$ cat config.mk
export PLATFORM = sky130hd
export DESIGN_NAME = filt_cal_seq
export DESIGN_NICKNAME = d
export VERILOG_FILES = /design/src/rtl/filt_cal_pkg.sv /design/src/rtl/filt_cal_sync.sv /design/src/rtl/filt_cal_timer.sv /design/src/rtl/filt_cal_fsm.sv /design/src/rtl/filt_cal_seq.sv
export SDC_FILE = /design/constraint.sdc
export NUM_CORES = 1
export LEC_CHECK = 0
export CORE_MARGIN = 8
export CORE_UTILIZATION = 45
export DETAILED_ROUTE_END_ITERATION = 12
export DONT_BUFFER_PORTS = 1
export PLACE_DENSITY = 0.58
export SYNTH_ARGS = -nofsm -noshare
export SYNTH_HDL_FRONTEND = slang
export SYNTH_SLANG_ARGS = --single-unit
$ cat constraint.sdc
create_clock -name clk_ref -period 4.3 [get_ports clk_ref]
set_clock_uncertainty 0.15 [all_clocks]
set_input_delay 0.645 -clock clk_ref [delete_from_list [all_inputs] [get_ports clk_ref]]
set_output_delay 0.645 -clock clk_ref [all_outputs]
set_load 0.05 [all_outputs]
$ cat src/rtl/filt_cal_pkg.sv
package filt_cal_pkg;

  typedef enum logic [2:0] {
    ST_STBY  = 3'd0,
    ST_IDLE  = 3'd1,
    ST_MAN   = 3'd2,
    ST_CAL   = 3'd3,
    ST_TUNED = 3'd4,
    ST_FAIL  = 3'd5
  } seq_state_t;

  // last admissible window cycle reached
  function automatic logic window_last(input int unsigned cnt, input int unsigned limit);
    return cnt == limit - 1;
  endfunction

endpackage

$ cat src/rtl/filt_cal_sync.sv
module filt_cal_sync (
  input  logic clk,
  input  logic rst_n,
  input  logic pin_async,
  output logic pin_lvl,
  output logic pin_fall
);
  logic s1_q, s2_q, s3_q;

  always_ff @(posedge clk or negedge rst_n) begin
    if (!rst_n) begin
      s1_q <= 1'b0;
      s2_q <= 1'b0;
      s3_q <= 1'b0;
    end else begin
      s1_q <= pin_async;
      s2_q <= s1_q;
      s3_q <= s2_q;
    end
  end

  assign pin_lvl  = s2_q;
  assign pin_fall = s3_q & ~s2_q;

  AST_SYNC_FALL_FOLLOWS_HIGH: assert property (@(posedge clk) disable iff (!rst_n)
    pin_fall |-> $past(pin_lvl)) else $error("fall without prior high");
endmodule

$ cat src/rtl/filt_cal_timer.sv
module filt_cal_timer #(
  parameter int unsigned LIMIT = 50
) (
  input  logic clk,
  input  logic rst_n,
  input  logic run,
  output logic expired
);
  import filt_cal_pkg::*;
  localparam int unsigned CW = $clog2(LIMIT + 1);

  logic [CW-1:0] cnt_q;

  assign expired = run && window_last(32'(cnt_q), LIMIT);

  always_ff @(posedge clk or negedge rst_n) begin
    if (!rst_n)             cnt_q <= '0;
    else if (!run)          cnt_q <= '0;
    else if (!expired)      cnt_q <= cnt_q + 1'b1;
  end

  AST_TIMER_BOUND: assert property (@(posedge clk) disable iff (!rst_n)
    cnt_q < CW'(LIMIT)) else $error("window counter overran");
  AST_TIMER_CLEAR: assert property (@(posedge clk) disable iff (!rst_n)
    !run |=> cnt_q == '0) else $error("window counter not cleared");
endmodule

$ cat src/rtl/filt_cal_fsm.sv
module filt_cal_fsm #(
  parameter int unsigned CODE_W = 6
) (
  input  logic              clk,
  input  logic              rst_n,
  input  logic              chip_en,
  input  logic              pin_lvl,
  input  logic              pin_fall,
  input  logic              expired,
  input  logic [CODE_W-1:0] man_code,
  input  logic              eng_done,
  input  logic              eng_fail,
  input  logic              eng_fail_hi,
  input  logic [CODE_W-1:0] eng_code,
  output logic              running,
  output logic              cal_start,
  output logic              tuned,
  output logic              err_lo,
  output logic              err_hi,
  output logic              io_iso,
  output logic              man_active,
  output logic [CODE_W-1:0] tune_code
);
  import filt_cal_pkg::*;

  seq_state_t        state_q;
  logic              start_q, tuned_q, iso_q, elo_q, ehi_q;
  logic [CODE_W-1:0] code_q;

  always_ff @(posedge clk or negedge rst_n) begin
    if (!rst_n) begin
      state_q <= ST_STBY;
      start_q <= 1'b0;
      tuned_q <= 1'b0;
      iso_q   <= 1'b1;
      elo_q   <= 1'b0;
      ehi_q   <= 1'b0;
      code_q  <= '0;
    end else begin
      start_q <= 1'b0;
      if (!chip_en) begin
        state_q <= ST_STBY;
        tuned_q <= 1'b0;
        iso_q   <= 1'b1;
        elo_q   <= 1'b0;
        ehi_q   <= 1'b0;
      end else begin
        unique case (state_q)
          ST_STBY: state_q <= ST_IDLE;
          ST_IDLE, ST_TUNED, ST_FAIL, ST_CAL: begin
            if (pin_lvl) begin
              state_q <= ST_MAN;
              tuned_q <= 1'b0;
              iso_q   <= 1'b1;
              elo_q   <= 1'b0;
              ehi_q   <= 1'b0;
            end else if (state_q == ST_CAL) begin
              if (eng_done) begin
                state_q <= ST_TUNED;
                tuned_q <= 1'b1;
                iso_q   <= 1'b0;
                code_q  <= eng_code;
              end else if (eng_fail) begin
                state_q <= ST_FAIL;
                ehi_q   <= eng_fail_hi;
                elo_q   <= ~eng_fail_hi;
              end else if (expired) begin
                state_q <= ST_FAIL;
                elo_q   <= 1'b1;
              end
            end
          end
          ST_MAN: begin
            if (!pin_lvl) begin
              state_q <= ST_CAL;
              start_q <= 1'b1;
            end
          end
          default: state_q <= ST_STBY;
        endcase
      end
    end
  end

  assign running    = (state_q == ST_CAL);
  assign cal_start  = start_q;
  assign tuned      = tuned_q;
  assign io_iso     = iso_q;
  assign err_lo     = elo_q;
  assign err_hi     = ehi_q;
  assign man_active = (state_q == ST_MAN);
  assign tune_code  = man_active ? man_code : code_q;

  AST_START_AFTER_FALL: assert property (@(posedge clk) disable iff (!rst_n)
    cal_start |-> $past(pin_fall)) else $error("start without falling pin");
  AST_START_ONE_CYCLE: assert property (@(posedge clk) disable iff (!rst_n)
    cal_start |=> !cal_start) else $error("start wider than one cycle");
  AST_TUNED_NEEDS_DONE: assert property (@(posedge clk) disable iff (!rst_n)
    $rose(tuned) |-> $past(eng_done)) else $error("tuned without done");
  AST_ISO_UNTIL_TUNED: assert property (@(posedge clk) disable iff (!rst_n)
    !tuned |-> io_iso) else $error("path released while untuned");
  AST_ERR_ONEHOT: assert property (@(posedge clk) disable iff (!rst_n)
    $onehot0({err_lo, err_hi})) else $error("both error flags set");
  AST_TUNED_NO_ERR: assert property (@(posedge clk) disable iff (!rst_n)
    tuned |-> !(err_lo || err_hi)) else $error("error while tuned");
  AST_STBY_DROPS: assert property (@(posedge clk) disable iff (!rst_n)
    !chip_en |=> (!tuned && io_iso && !man_active)) else $error("standby not entered");
endmodule

$ cat src/rtl/filt_cal_seq.sv
module filt_cal_seq #(
  parameter int unsigned CODE_W    = 6,
  parameter int unsigned CAL_LIMIT = 50
) (
  input  logic              clk_ref,
  input  logic              rst_n,
  input  logic              chip_en,
  input  logic              cal_pin,
  input  logic [CODE_W-1:0] man_code,
  input  logic              eng_done,
  input  logic              eng_fail,
  input  logic              eng_fail_hi,
  input  logic [CODE_W-1:0] eng_code,
  output logic              cal_start,
  output logic              tuned,
  output logic              err_lo,
  output logic              err_hi,
  output logic              io_iso,
  output logic              man_active,
  output logic [CODE_W-1:0] tune_code
);
  logic pin_lvl, pin_fall, running, expired;

  filt_cal_sync u_sync (
    .clk(clk_ref), .rst_n(rst_n), .pin_async(cal_pin),
    .pin_lvl(pin_lvl), .pin_fall(pin_fall)
  );

  filt_cal_timer #(.LIMIT(CAL_LIMIT)) u_timer (
    .clk(clk_ref), .rst_n(rst_n), .run(running), .expired(expired)
  );

  filt_cal_fsm #(.CODE_W(CODE_W)) u_fsm (
    .clk(clk_ref), .rst_n(rst_n), .chip_en(chip_en),
    .pin_lvl(pin_lvl), .pin_fall(pin_fall), .expired(expired),
    .man_code(man_code), .eng_done(eng_done), .eng_fail(eng_fail),
    .eng_fail_hi(eng_fail_hi), .eng_code(eng_code),
    .running(running), .cal_start(cal_start), .tuned(tuned),
    .err_lo(err_lo), .err_hi(err_hi), .io_iso(io_iso),
    .man_active(man_active), .tune_code(tune_code)
  );

  AST_EXPIRE_ONLY_RUNNING: assert property (@(posedge clk_ref) disable iff (!rst_n)
    expired |-> running) else $error("expiry outside window");
endmodule

# Yosys cells after proc, flatten, opt, wreduce, memory -nomap -nowiden

Index checks and enable logic that the tools add are counted.

ROM bits: 0
Memories kept: 0
Register bits: 22
Bits in writable memories: 0
Bits in latches: 0
Output and inout bits: 12
Logic and storage cells: 74

Equality and inequality tests: 16
Bitwise operators: 2
Reduce and logical (&&, ||, !) cells: 8
Multiplexer cells: 37
Div/mod/pow operators: 0
$add $sub $neg: 1
Shift-type cells: 0
Order comparisons: 0
Multipliers: 0

Operator list:

| cell                  | count |
|---|---|
| $mux W1               | 26 |
| $mux W3               | 7 |
| $mux W6               | 3 |
| $ne A3 B1 Y1 const B  | 3 |
| $pmux W3 S3           | 1 |
| $reduce_and A4 Y1     | 2 |
| $add A6 B1 Y6 const B | 1 |
| $eq A3 B2 Y1 const B  | 2 |
| $eq A3 B3 Y1 const B  | 2 |
| $eq A6 B6 Y1 const B  | 1 |
| $ne A6 B6 Y1 const B  | 1 |
| $reduce_and A3 Y1     | 2 |
| $reduce_and A5 Y1     | 1 |
| $ne A4 B1 Y1 const B  | 1 |
| $ne A4 B4 Y1 const B  | 1 |
| $reduce_or A4 Y1      | 1 |
| $eq A3 B1 Y1 const B  | 1 |
| $logic_not A3 Y1      | 1 |
| $ne A3 B2 Y1 const B  | 1 |
| $ne A3 B3 Y1 const B  | 1 |
| $ne A2 B1 Y1 const B  | 1 |
| $ne A2 B2 Y1 const B  | 1 |
| $not A1 Y1            | 2 |
| $logic_and A1 B1 Y1   | 1 |

# Logic depth before layout (Yosys ltp)

Gate-level depths: netlist of the first run.

Word-level depth: 9
Mapped depth: 5
Mapped depth without buffers: 5

# By module

From an unflattened synthesis of the first run, not the netlist that was laid out.

Cell total of the unflattened synthesis: 103
Area total of the unflattened synthesis: 1204.9 µm²

Modules (own cells, without submodules):

| module         | seq. area each (µm²) | area each (µm²) | cells each | instances |
|---|---|---|---|---|
| filt_cal_fsm   | 351.6                | 793.3           | 69         | 1 |
| filt_cal_timer | 150.1                | 322.8           | 30         | 1 |
| filt_cal_sync  | 75.1                 | 88.8            | 4          | 1 |

# Worst setup path before layout of the first run

Ideal clock, no wire load.

Path type: register -> output
Start point: register u_fsm.state_q[2]
End point: output tune_code[0]
Arrival: 1.705 ns
Slack: 1.800 ns
Cell stages (with the launch flop): 4
Cells stage by stage: dfrtp_1 nand2b_1 nor2_2 mux2_2

Cells in the longest elaborated chain, start to end: 2

Ends and longest elaborated chain:

| item                   | RTL line           | RTL |
|---|---|---|
| start, declared        | filt_cal_fsm.sv:26 | `seq_state_t state_q;` |
| start signal, assigned | filt_cal_fsm.sv:32 | `state_q <= ST_STBY;` |
| start signal, assigned | filt_cal_fsm.sv:42 | `state_q <= ST_STBY;` |
| start signal, assigned | filt_cal_fsm.sv:49 | `ST_STBY: state_q <= ST_IDLE;` |
| $eq A3 B2 Y1           | filt_cal_fsm.sv:91 | `assign man_active = (state_q == ST_MAN);` |
| net man_active         | filt_cal_seq.sv:19 | `output logic man_active,` |
| $mux W6                | filt_cal_fsm.sv:92 | `assign tune_code = man_active ? man_code : code_q;` |
| end, declared          | filt_cal_seq.sv:20 | `output logic [CODE_W-1:0] tune_code` |

The timed path passes the listed nets, and every way through them passes these cells.

# Final worst setup path of the first run

Start point: register u_fsm.state_q[2]
End point: output tune_code[2]

The elaborated chain is that of the path after synthesis.

==> metrics, run 1 <==
outcome=complete, no violations; Sequential Area=551.8 sq um; fill cell count=246; Synth cell types=35; grt ovf=0; Critical R2R Capture=u_fsm.code_q[0]; DP Area=1120 sq um; M1 wire length=1.027 mm; Setup TNS=0 ns; Clock Sinks=22; Ports=31; CP max FO=8; Slew headroom=35.45%; CP startpoint=u_fsm.state_q[2]; drt drc=0; CTS tree=yes; vias=721; later-pin clock latency in the skew report=0.31 ns; Setup crit start kind=flop; post-synthesis sequential area ratio=50.40%; antenna violations before repair=0; largest family of logic cells by synthesized area=simple AND/OR/NAND/NOR gates; Hold Buf Count CTS=1; post-CTS setup buffer count=0; crit end category=primary output; WP data required=3.50 ns; Post-Synth Simple-Gate Area=17.83%; Total Wirelength=2.243 mm; DPL Wire Length=1.668 mm; Syn Inst Count=100; First DRT Iteration DRCs=36; cts repair resizes=0; HP Start=cal_pin; largest net degree at the start of global routing=22; post-synthesis xor/xnor area fraction=3.200%; Die H=65.33 microns; Die ar.=4267 sq um; DR vias/cell=5.381; IO buf count=0; layout cell share with drive strength beyond 1=21.15%; Synth Register Bits=22; FP Rows=18; unrepaired setup endpoints after global routing=false; Final GP Congestion=0.7504; Syn-to-layout area delta=7.429%; PwrDens=382.1 nW/um^2; max cap viols=0; CP arrival=2.22 ns; post-synthesis mux area share=13.37%; Max Used Layer=met4; reg2reg setup slack=2.45 ns; clock-pin slew on the worst setup and hold paths=0.12 ns; fin nets=126; yosys warns=0; width of the die=65.33 microns; Starting Density=45.86%; Detailed Routing Iterations Pass 1=4; core area=2387 sq um; Total GRT Usage=11.43%; adder-cell area share of the yosys netlist=2.286%; Synth Area per Inst=10.95 sq um; Largest regs=u_fsm.code_q x6, u_timer.cnt_q x6, u_fsm.state_q x3; Root Buffer Master=clkbuf_4; clk buf depth=2; Tightest Pin Transition=0.9650 ns; Mapped Area=1095 sq um; multi-input logic area=511.7 sq um; Leak=0.5218 nW; number of global-route vias before repair=817; Post-Syn Nets=121; max-slew violations=0; Tcrit/Tclk final=70.02%; post-synthesis compound-gate area fraction=10.06%; Final Hold Fails=0; diode count=0; worst reg2reg path depth=4; HP Class=input pin to flop; first-pass GRT wire length=3.877 mm; Num CTS Buffers=3; Routed wire per std cell=16.74 microns; Final ANT Viol Nets=0; Fmax=332.1 MHz; R2R Path Start=u_fsm.state_q[2]; Min-Delay Path Depth=0; final instance area=1176 sq um; htree depth=1; CP Class=flop to primary output; Hold Path Sink=u_sync.s1_q; met2 routed WL=1.020 mm; minimum clock period after layout=3.011 ns; Final Setup Violations=0; DR WL met3=184 microns; Worst VDD drop=248.6 uV
Yosys cell counts:
cell type	n	area (sq um)
o221ai_1	2	17.52
o31ai_1	1	7.510
a31o_2	1	8.760
a211oi_1	1	7.510
and2b_1	1	7.510
xor2_1	2	17.52
nand4b_1	1	8.760
a21oi_1	4	20.02
o21ai_0	3	15.01
a21o_1	1	7.510
and2_1	2	12.51
buf_2	1	5.000
nand3b_1	1	7.510
nor3_1	1	5.000
mux2_2	13	146.4
o311ai_0	1	8.760
nor3_4	1	16.27
a22o_1	1	8.760
and3_1	1	6.260
inv_1	5	18.77
nor2_1	14	52.55
buf_4	1	7.510
nand4_1	1	6.260
xnor2_1	2	17.52
or2b_1	1	7.510
nor2b_1	1	6.260
nand2b_1	3	18.77
dfstp_2	1	26.28
a32oi_1	1	8.760
nand3_1	4	20.02
dfrtp_1	21	525.5
ha_1	2	25.02
nor2_2	1	6.260
nand2_1	2	7.510
nand2_2	1	6.260
stage by stage:
| step | worst slack (ns) | cells | power [mW] | utilization, % | hold WS (ns) |
|---|---|---|---|---|---|
| final | 1.289 | 134 | 0.4494 | 49.27 | 0.2048 |
| after global routing | 1.164 | 134 | 0.4706 | 49.27 | 0.1804 |
| after CTS | 1.265 | 133 | 0.4526 | 48.85 | 0.0005825 |
| after detailed placement | 1.622 | 128 | 0.3325 | 46.91 | 0.1863 |
| after global placement | 1.681 | 128 | 0.3304 | 46.91 | 0.1868 |
| after floorplan | 1.800 | 100 | 0.3243 | - | 0.1812 |
cell usage in the layout, fill, tap and decap left out, types with 2 or more instances in the layout:
master | synthesis | layout
a21oi_1 | 4 | 4
and2_1 | 2 | 2
clkbuf_4 | 0 | 3
dfrtp_1 | 21 | 21
dlygate4sd3_1 | 0 | 2
ha_1 | 2 | 2
inv_1 | 5 | 5
mux2_2 | 13 | 13
nand2_1 | 2 | 2
nand2b_1 | 3 | 3
nand3_1 | 4 | 4
nor2_1 | 14 | 14
o21ai_0 | 3 | 3
o221ai_1 | 2 | 2
xnor2_1 | 2 | 2
xor2_1 | 2 | 2
power by group:
part	leakage, nW	switching, mW	internal (mW)
registers	0.291	0.0139	0.222
clock network	0.0210	0.0648	0.0517
logic	0.210	0.0697	0.0278
total	0.522	0.148	0.301
worst max-delay path: stages (launching register included):
cell,delay [ns]
dfrtp_1,0.47
nand2b_1,0.22
nor2_2,0.67
mux2_2,0.55
logic make-up (layout without fill, tap and decap cells):
logic type | Yosys count | in the layout
AND/OR/NAND/NOR | 36 | 36
flip-flops | 22 | 22
AO/OA/AOI/OAI | 16 | 16
multiplexers | 13 | 13
buffers and inverters | 7 | 11
XOR/XNOR | 4 | 4
adder cells (fa/ha/maj) | 2 | 2
final cells by class:
| cell class | count | area share (%) |
|---|---|---|
| clock buffer | 4 | 3.085 |
| tap | 30 | 3.191 |
| inverter | 5 | 1.596 |
| multi-input combinational | 71 | 43.51 |
| sequential | 22 | 46.91 |
| timing repair buffer | 2 | 1.702 |
worst max-delay path by stage:
stage / end / depth (start not counted)
floorplan: tune_code[0] / 3
global placement: tune_code[1] / 3
detailed placement: tune_code[2] / 3
CTS: tune_code[2] / 3
global route: tune_code[1] / 3
finish: tune_code[2] / 3
per-layer routing:
layer | vias to the layer above | track usage (%)
met3 | 2 | 4.932
li1 | 356 | -
met2 | 22 | 18.45
met4 | 0 | 3.270
met1 | 341 | 13.51
met5 | - | 0
Note: power is estimated with default switching activity, not from simulation.
==> run 2, diff against run 1 <==
--- a/config.mk
+++ b/config.mk
@@ -5,6 +5,7 @@
 export SDC_FILE = /design/constraint.sdc
 export NUM_CORES = 1
 export LEC_CHECK = 0
+export ABC_AREA = 1
 export CORE_MARGIN = 8
 export CORE_UTILIZATION = 45
 export DETAILED_ROUTE_END_ITERATION = 12
==> constraint.sdc (replaced) <==
create_clock -name clk_ref -period 2.95 [get_ports clk_ref]
set_clock_uncertainty 0.15 [all_clocks]
set_input_delay 0.4425 -clock clk_ref [delete_from_list [all_inputs] [get_ports clk_ref]]
set_output_delay 0.4425 -clock clk_ref [all_outputs]
set_load 0.05 [all_outputs]
==> run 2 against run 1 <==
- register-to-register slack worse by 0.98 ns
- via count up 37%
- sequential cell count unchanged
- critical path type unchanged
- highest routed layer unchanged
- clock-buffer cell count unchanged
- sequential share of layout area down 3.6 points
==> metrics, run 2 <==
PwrDens=635.1 nW/um^2 (+66%); most frequent CP cell=nand2_1; Syn-to-layout area delta=7.038%; Slowest cell on crit path=dfrtp_1; later-pin clock latency in the skew report=0.30 ns (about the same); Final GP Congestion=0.9246 (+23%); fill cell count=247 (+0.41%); number of synthesized flops with an enable pin=0 (unchanged); clock-pin slew on the worst setup and hold paths=0.12 ns (about the same); minimum clock period after layout=2.529 ns; post-synth top area cell=dfrtp_1; Starting Density=47.65% (+1.8 points); largest net degree at the start of global routing=23 (+4.5%); NetSw=0.3579 mW (+140%); final worst setup slack=0.4215 ns (-0.8676 ns); count leader, synth=nand2_1; multi-input logic area=568.0 sq um (+11%); Synth area leaders=dfrtp_1 (44%), nand2_1 (21%), inv_1 (4.7%); number of global-route vias before repair=1045 (+28%); Clock Sinks=22 (unchanged); DPL Wire Length=2.018 mm (+21%); largest stage delay on the critical path=0.48 ns (-0.19 ns); Routed wire per std cell=12.74 microns (-24%); Tcrit/Tclk final=85.71%; clk buf depth=2 (unchanged); Fmax=395.5 MHz; grt ovf=0 (unchanged); Root Buffer Master=clkbuf_4; width of the die=67.45 microns (+3.3%); Final Hold Fails=0 (unchanged); Setup TNS=0 ns (unchanged); commonest cells after routing, fill and taps aside=nand2_1 (68), dfrtp_1 (21), inv_1 (15); Final Setup Violations=0 (unchanged); core area=2500 sq um (+4.7%); Synth Area per Inst=7.398 sq um (-32%); diode count=0 (unchanged); CP arrival=1.94 ns (-0.28 ns); Leak=0.6801 nW (+30%); fraction of registers with async set/reset=100.0% (unchanged); drt drc=0 (unchanged); Detailed Routing Iterations Pass 1=4 (unchanged); unrepaired setup endpoints after global routing=false; Sw Ratio=44.19% (+11 points); max cap viols=0 (unchanged); HP Class=input pin to flop; pre-CTS setup slack=0.7449 ns (-0.8769 ns); Total Wirelength=2.510 mm (+12%); DR vias/cell=5.030 (-6.5%); CTS tree=yes; FP Rows=18 (unchanged); CP max FO=10 (+2); outcome=complete, no violations; antenna violations before repair=0 (unchanged); Reg power frac=48.5% (-3.9 points); post-layout power=0.8098 mW (+80%); Sequential Area=551.8 sq um (unchanged); Final ANT Viol Nets=0 (unchanged); Syn Inst Count=161 (+61%); layout cell share with drive strength beyond 1=13.17% (-8.0 points); Synth Register Bits=22 (unchanged); logic gate share of total power=34.7% (+13 points); yosys warns=0 (unchanged); first-pass GRT wire length=4.388 mm (+13%); post-synth top area share=44.12% (-3.9 points); Die H=67.45 microns (+3.3%); max-slew violations=0 (unchanged); Ports=31 (unchanged); htree depth=1 (unchanged); crit-path cells=nor2_2, nand2_2, inv_2, nand2_1, nand2_1; Internal=0.4519 mW (+50%); post-synthesis sequential area ratio=46.32% (-4.1 points); Num CTS Buffers=3 (unchanged); Total GRT Usage=12.39% (+0.96 points); fin nets=189 (+50%); most common cell after layout, fill and taps aside=nand2_1; CP Class=flop to primary output; Setup crit start kind=flop; Synth cell types=21 (-40%); post-CTS setup buffer count=0 (unchanged); Clk pwr share=16.8% (-9.1 points); IO buf count=0 (unchanged); First DRT Iteration DRCs=62 (+72%); commonest cells in the netlist=nand2_1 (68), dfrtp_1 (21), inv_1 (15), nand3_1 (11), nor2_1 (10); WP data required=2.36 ns (-1.14 ns); Die ar.=4550 sq um (+6.6%); Post-Syn Nets=182 (+50%); crit end category=primary output; Worst VDD drop=465.8 uV (+87%); vias=991 (+37%); Largest regs=u_fsm.code_q x6, u_timer.cnt_q x6, u_fsm.state_q x3; Mapped Area=1191 sq um (+8.8%); Top FF cell, synth=dfrtp_1; Tightest Pin Transition=0.9750 ns (+0.01002 ns); Slew headroom=34.79% (-0.67 points)
run 2: per-stage QoR:
stage,util [%],instances,area [sq um],hold WS (ns)
6_report,51.00,197,1275,0.09376
5_1_grt,51.00,197,1275,0.06506
4_1_cts,50.60,196,1265,0.0005223
3_5_place_dp,49.15,191,1229,-0.002395
3_3_place_gp,49.15,191,1229,-0.002420
2_1_floorplan,-,161,1191,-0.003091
run 2: timing repair:
item | 4_1_cts | 5_1_grt
hold buffers | 1 | 1
endpoints found under the hold margin | 22 | 1
gates resized for setup | 0 | 0
setup endpoints to repair | 0 | 0
run 2: worst paths after layout:
check	start	end	slack [ns]	cells after the start
worst max-delay path	u_fsm.state_q[0]	tune_code[1]	0.42	5
worst min-delay path	eng_code[2]	u_fsm.code_q[2]	0.09	2
worst max register to register	u_timer.cnt_q[1]	u_fsm.err_lo	1.47	9
worst min register to register	u_sync.s1_q	u_sync.pin_lvl	0.22	0
max in group asynchronous	rst_n	u_sync.pin_lvl	1.47	1
min in group asynchronous	rst_n	u_timer.cnt_q[4]	0.58	1
run 2: logic make-up (layout without fill, tap and decap cells):
group                    after synthesis  count (layout)  share of synthesized area [%]
AND/OR/NAND/NOR                      107             107                          40.13
flip-flops                            22              22                          46.32
buffers and inverters                 19              25                          5.987
AO/OA/AOI/OAI                          9               9                          3.887
adder cells (fa/ha/maj)                2               2                          2.101
XOR/XNOR                               1               1                         0.7354
multiplexers                           1               1                         0.8404
run 2: area by class of cell:
class | count | area share [%]
clock buffers | 4 | 2.061
inverters | 19 | 5.594
multi-input cells | 120 | 44.55
repair buffers | 2 | 1.570
flip-flops and latches | 22 | 43.28
well taps | 30 | 2.944
run 2: power groups by stage:
stage               combinational [mW]  sequential, mW  clock (mW)
floorplan                        0.246           0.389           0
global placement                 0.275           0.396           0
detailed placement               0.277           0.399           0
CTS                              0.285           0.392       0.145
global route                     0.313           0.398       0.158
finish                           0.281           0.392       0.136
run 2: critical path, delay by kind of cell, from the launching register on:
family,cells,cell delay [ns]
and+or+nand+nor,4,0.86
DFF,1,0.48
buffers and inverters,1,0.31
run 2: metal layers:
metal	wire (microns)	vias to the layer above	track usage, %	part of all wire [%]
li1	-	506	-	-
met2	1233	24	20.79	49
met1	1110	457	14.45	44
met5	0	-	0	0
met3	122	4	3.146	4.9
met4	44	0	6.005	1.8
==> run 3, diff against run 2 <==
--- a/config.mk
+++ b/config.mk
@@ -6,10 +6,10 @@
 export NUM_CORES = 1
 export LEC_CHECK = 0
 export ABC_AREA = 1
-export CORE_MARGIN = 8
 export CORE_UTILIZATION = 45
 export DETAILED_ROUTE_END_ITERATION = 12
 export DONT_BUFFER_PORTS = 1
+export MAX_ROUTING_LAYER = met4
 export PLACE_DENSITY = 0.58
 export SYNTH_ARGS = -nofsm -noshare
 export SYNTH_HDL_FRONTEND = slang
==> constraint.sdc (replaced) <==
create_clock -name clk_ref -period 2.38 [get_ports clk_ref]
set_clock_uncertainty 0.15 [all_clocks]
set_input_delay 0.357 -clock clk_ref [delete_from_list [all_inputs] [get_ports clk_ref]]
set_output_delay 0.357 -clock clk_ref [all_outputs]
set_load 0.05 [all_outputs]
==> run 3 against run 2 <==
- cell area up 6.1%
- first-iteration DRC count down 69%
- clock-buffer cell count did not move
- power up 31%
- core utilization rose by 3.1 points
- sequential cell count did not move
- hold slack got worse by 0.068 ns
- clock power is 59% higher
- critical endpoint unchanged
- largest cell class unchanged
==> metrics, run 3 (synthesized netlist as in run 2, its figures left out) <==
outcome=complete, no violations; Tcrit/Tclk final=93.85%; minimum clock period after layout=2.234 ns; most common cell after layout, fill and taps aside=nand2_1; later-pin clock latency in the skew report=0.32 ns (+0.02 ns); Setup crit start kind=flop; layout cell share with drive strength beyond 1=13.79% (+0.62 points); Total Wirelength=2.392 mm (-4.7%); Num CTS Buffers=3 (unchanged); number of global-route vias before repair=1037 (-0.77%); Tightest Pin Transition=1.017 ns (+0.04194 ns); Detailed Routing Iterations Pass 1=4 (unchanged); grt ovf=0 (unchanged); max cap viols=0 (unchanged); max-slew violations=0 (unchanged); Sw Ratio=43.63% (-0.56 points); NetSw=0.4634 mW (+29%); Reg power frac=45.8% (-2.7 points); unrepaired setup endpoints after global routing=false; CP bufs+invs=1 (unchanged); clk buf depth=2 (unchanged); drt drc=0 (unchanged); cts repair resizes=0 (unchanged); CTS tree=yes; WP data required=1.87 ns (-0.49 ns); clock-pin slew on the worst setup and hold paths=0.13 ns (about the same); First DRT Iteration DRCs=19 (-69%); Die H=53.45 microns (-21%); crit end category=primary output; PwrDens=785.2 nW/um^2 (+24%); Starting Density=47.65% (unchanged); largest stage delay on the critical path=0.48 ns (about the same); antenna violations before repair=0 (unchanged); CP arrival=1.73 ns (-0.21 ns); DR vias/cell=5.020 (-0.22%); Final ANT Viol Nets=0 (unchanged); Fmax=447.7 MHz; post-layout power=1.062 mW (+31%); Routed wire per std cell=11.73 microns (-8.0%); Clock Sinks=22 (unchanged); Syn-to-layout area delta=13.55%; commonest cells after routing, fill and taps aside=nand2_1 (68), dfrtp_1 (21), inv_1 (15); fin util=54.10% (+3.1 points); Setup TNS=0 ns (unchanged); diode count=0 (unchanged); FP Rows=18 (unchanged); most frequent CP cell=nand2_1; htree depth=1 (unchanged); DPL Wire Length=1.739 mm (-14%); logic gate share of total power=33.8% (-0.9 points); width of the die=53.45 microns (-21%); Sequential Area=551.8 sq um (unchanged); Final Hold Fails=0 (unchanged); Internal=0.5987 mW (+32%); Final Setup Violations=0 (unchanged); final worst setup slack=0.1463 ns (-0.2752 ns); WHS=0.02581 ns (-0.06795 ns); Die ar.=2857 sq um (-37%); Slowest cell on crit path=dfrtp_1; fill cell count=234 (-5.3%); fin nets=196 (+3.7%); CP Class=flop to primary output; Clk pwr share=20.4% (+3.6 points); Total GRT Usage=21.26% (+8.9 points); HP Class=input pin to flop; Leak=0.7165 nW (+5.4%); Largest regs=u_fsm.code_q x6, u_timer.cnt_q x6, u_fsm.state_q x3; multi-input logic area=568.0 sq um (unchanged); core area=2500 sq um (unchanged); pre-CTS setup slack=0.5169 ns (-0.2280 ns); Slew headroom=31.98% (-2.8 points); reg2reg setup slack=0.91 ns (-0.56 ns); Final GP Congestion=0.8402 (-9.1%); vias=1024 (+3.3%); Worst VDD drop=615.0 uV (+32%); first-pass GRT wire length=4.209 mm (-4.1%); Ports=31 (unchanged); CP max FO=10 (unchanged); Root Buffer Master=clkbuf_4; crit-path cells=nor2_2, nand2_2, inv_2, nand2_1, nand2_1; largest net degree at the start of global routing=23 (unchanged); CP top delay family=simple AND/OR/NAND/NOR gates; IO buf count=0 (unchanged)
## run 3: metrics by stage
stage          instance area [sq um]  cells
2_1_floorplan                   1191    161
3_3_place_gp                    1236    192
3_5_place_dp                    1236    192
4_1_cts                         1353    204
5_1_grt                         1353    204
6_report                        1353    204
## run 3: area by class of cell
class,instances,share of cell area [%]
inverter,19,5.273
multi-input combinational,120,42.00
tap,30,2.775
sequential,22,40.80
timing repair buffer,9,6.475
clock buffer,4,2.683
## run 3: repair_timing
item,in CTS,in global routing
endpoints found under the setup margin,0,0
hold endpoints to repair,29,0
setup buffers,0,0
hold buffers,8,0
## run 3: final timing paths
path                             startpoint          endpoint  depth (start not counted)
setup / recovery           u_fsm.state_q[0]      tune_code[1]                          5
hold / removal                  eng_fail_hi      u_fsm.err_hi                          2
setup reg to reg           u_timer.cnt_q[1]      u_fsm.err_lo                          9
hold reg to reg                 u_sync.s1_q    u_sync.pin_lvl                          0
max in group asynchronous             rst_n   u_fsm.code_q[0]                          1
min in group asynchronous             rst_n  u_timer.cnt_q[3]                          1
## run 3: metal layers
metal / global-route usage (%) / part of all wire, % / up-vias
met2: 34.79 / 48 / 25
met4: 9.649 / 1.1 / 0
met5: - / 0 / -
met3: 3.161 / 3.5 / 4
met1: 25.57 / 47 / 473
li1: - / - / 522
## run 3: power groups by stage
stage	Clock [mW]	Combinational, mW	Sequential (mW)
after floorplan	0	0.305	0.483
after global placement	0	0.339	0.491
after detailed placement	0	0.343	0.493
after CTS	0.220	0.362	0.486
after global routing	0.231	0.401	0.497
final	0.216	0.359	0.486
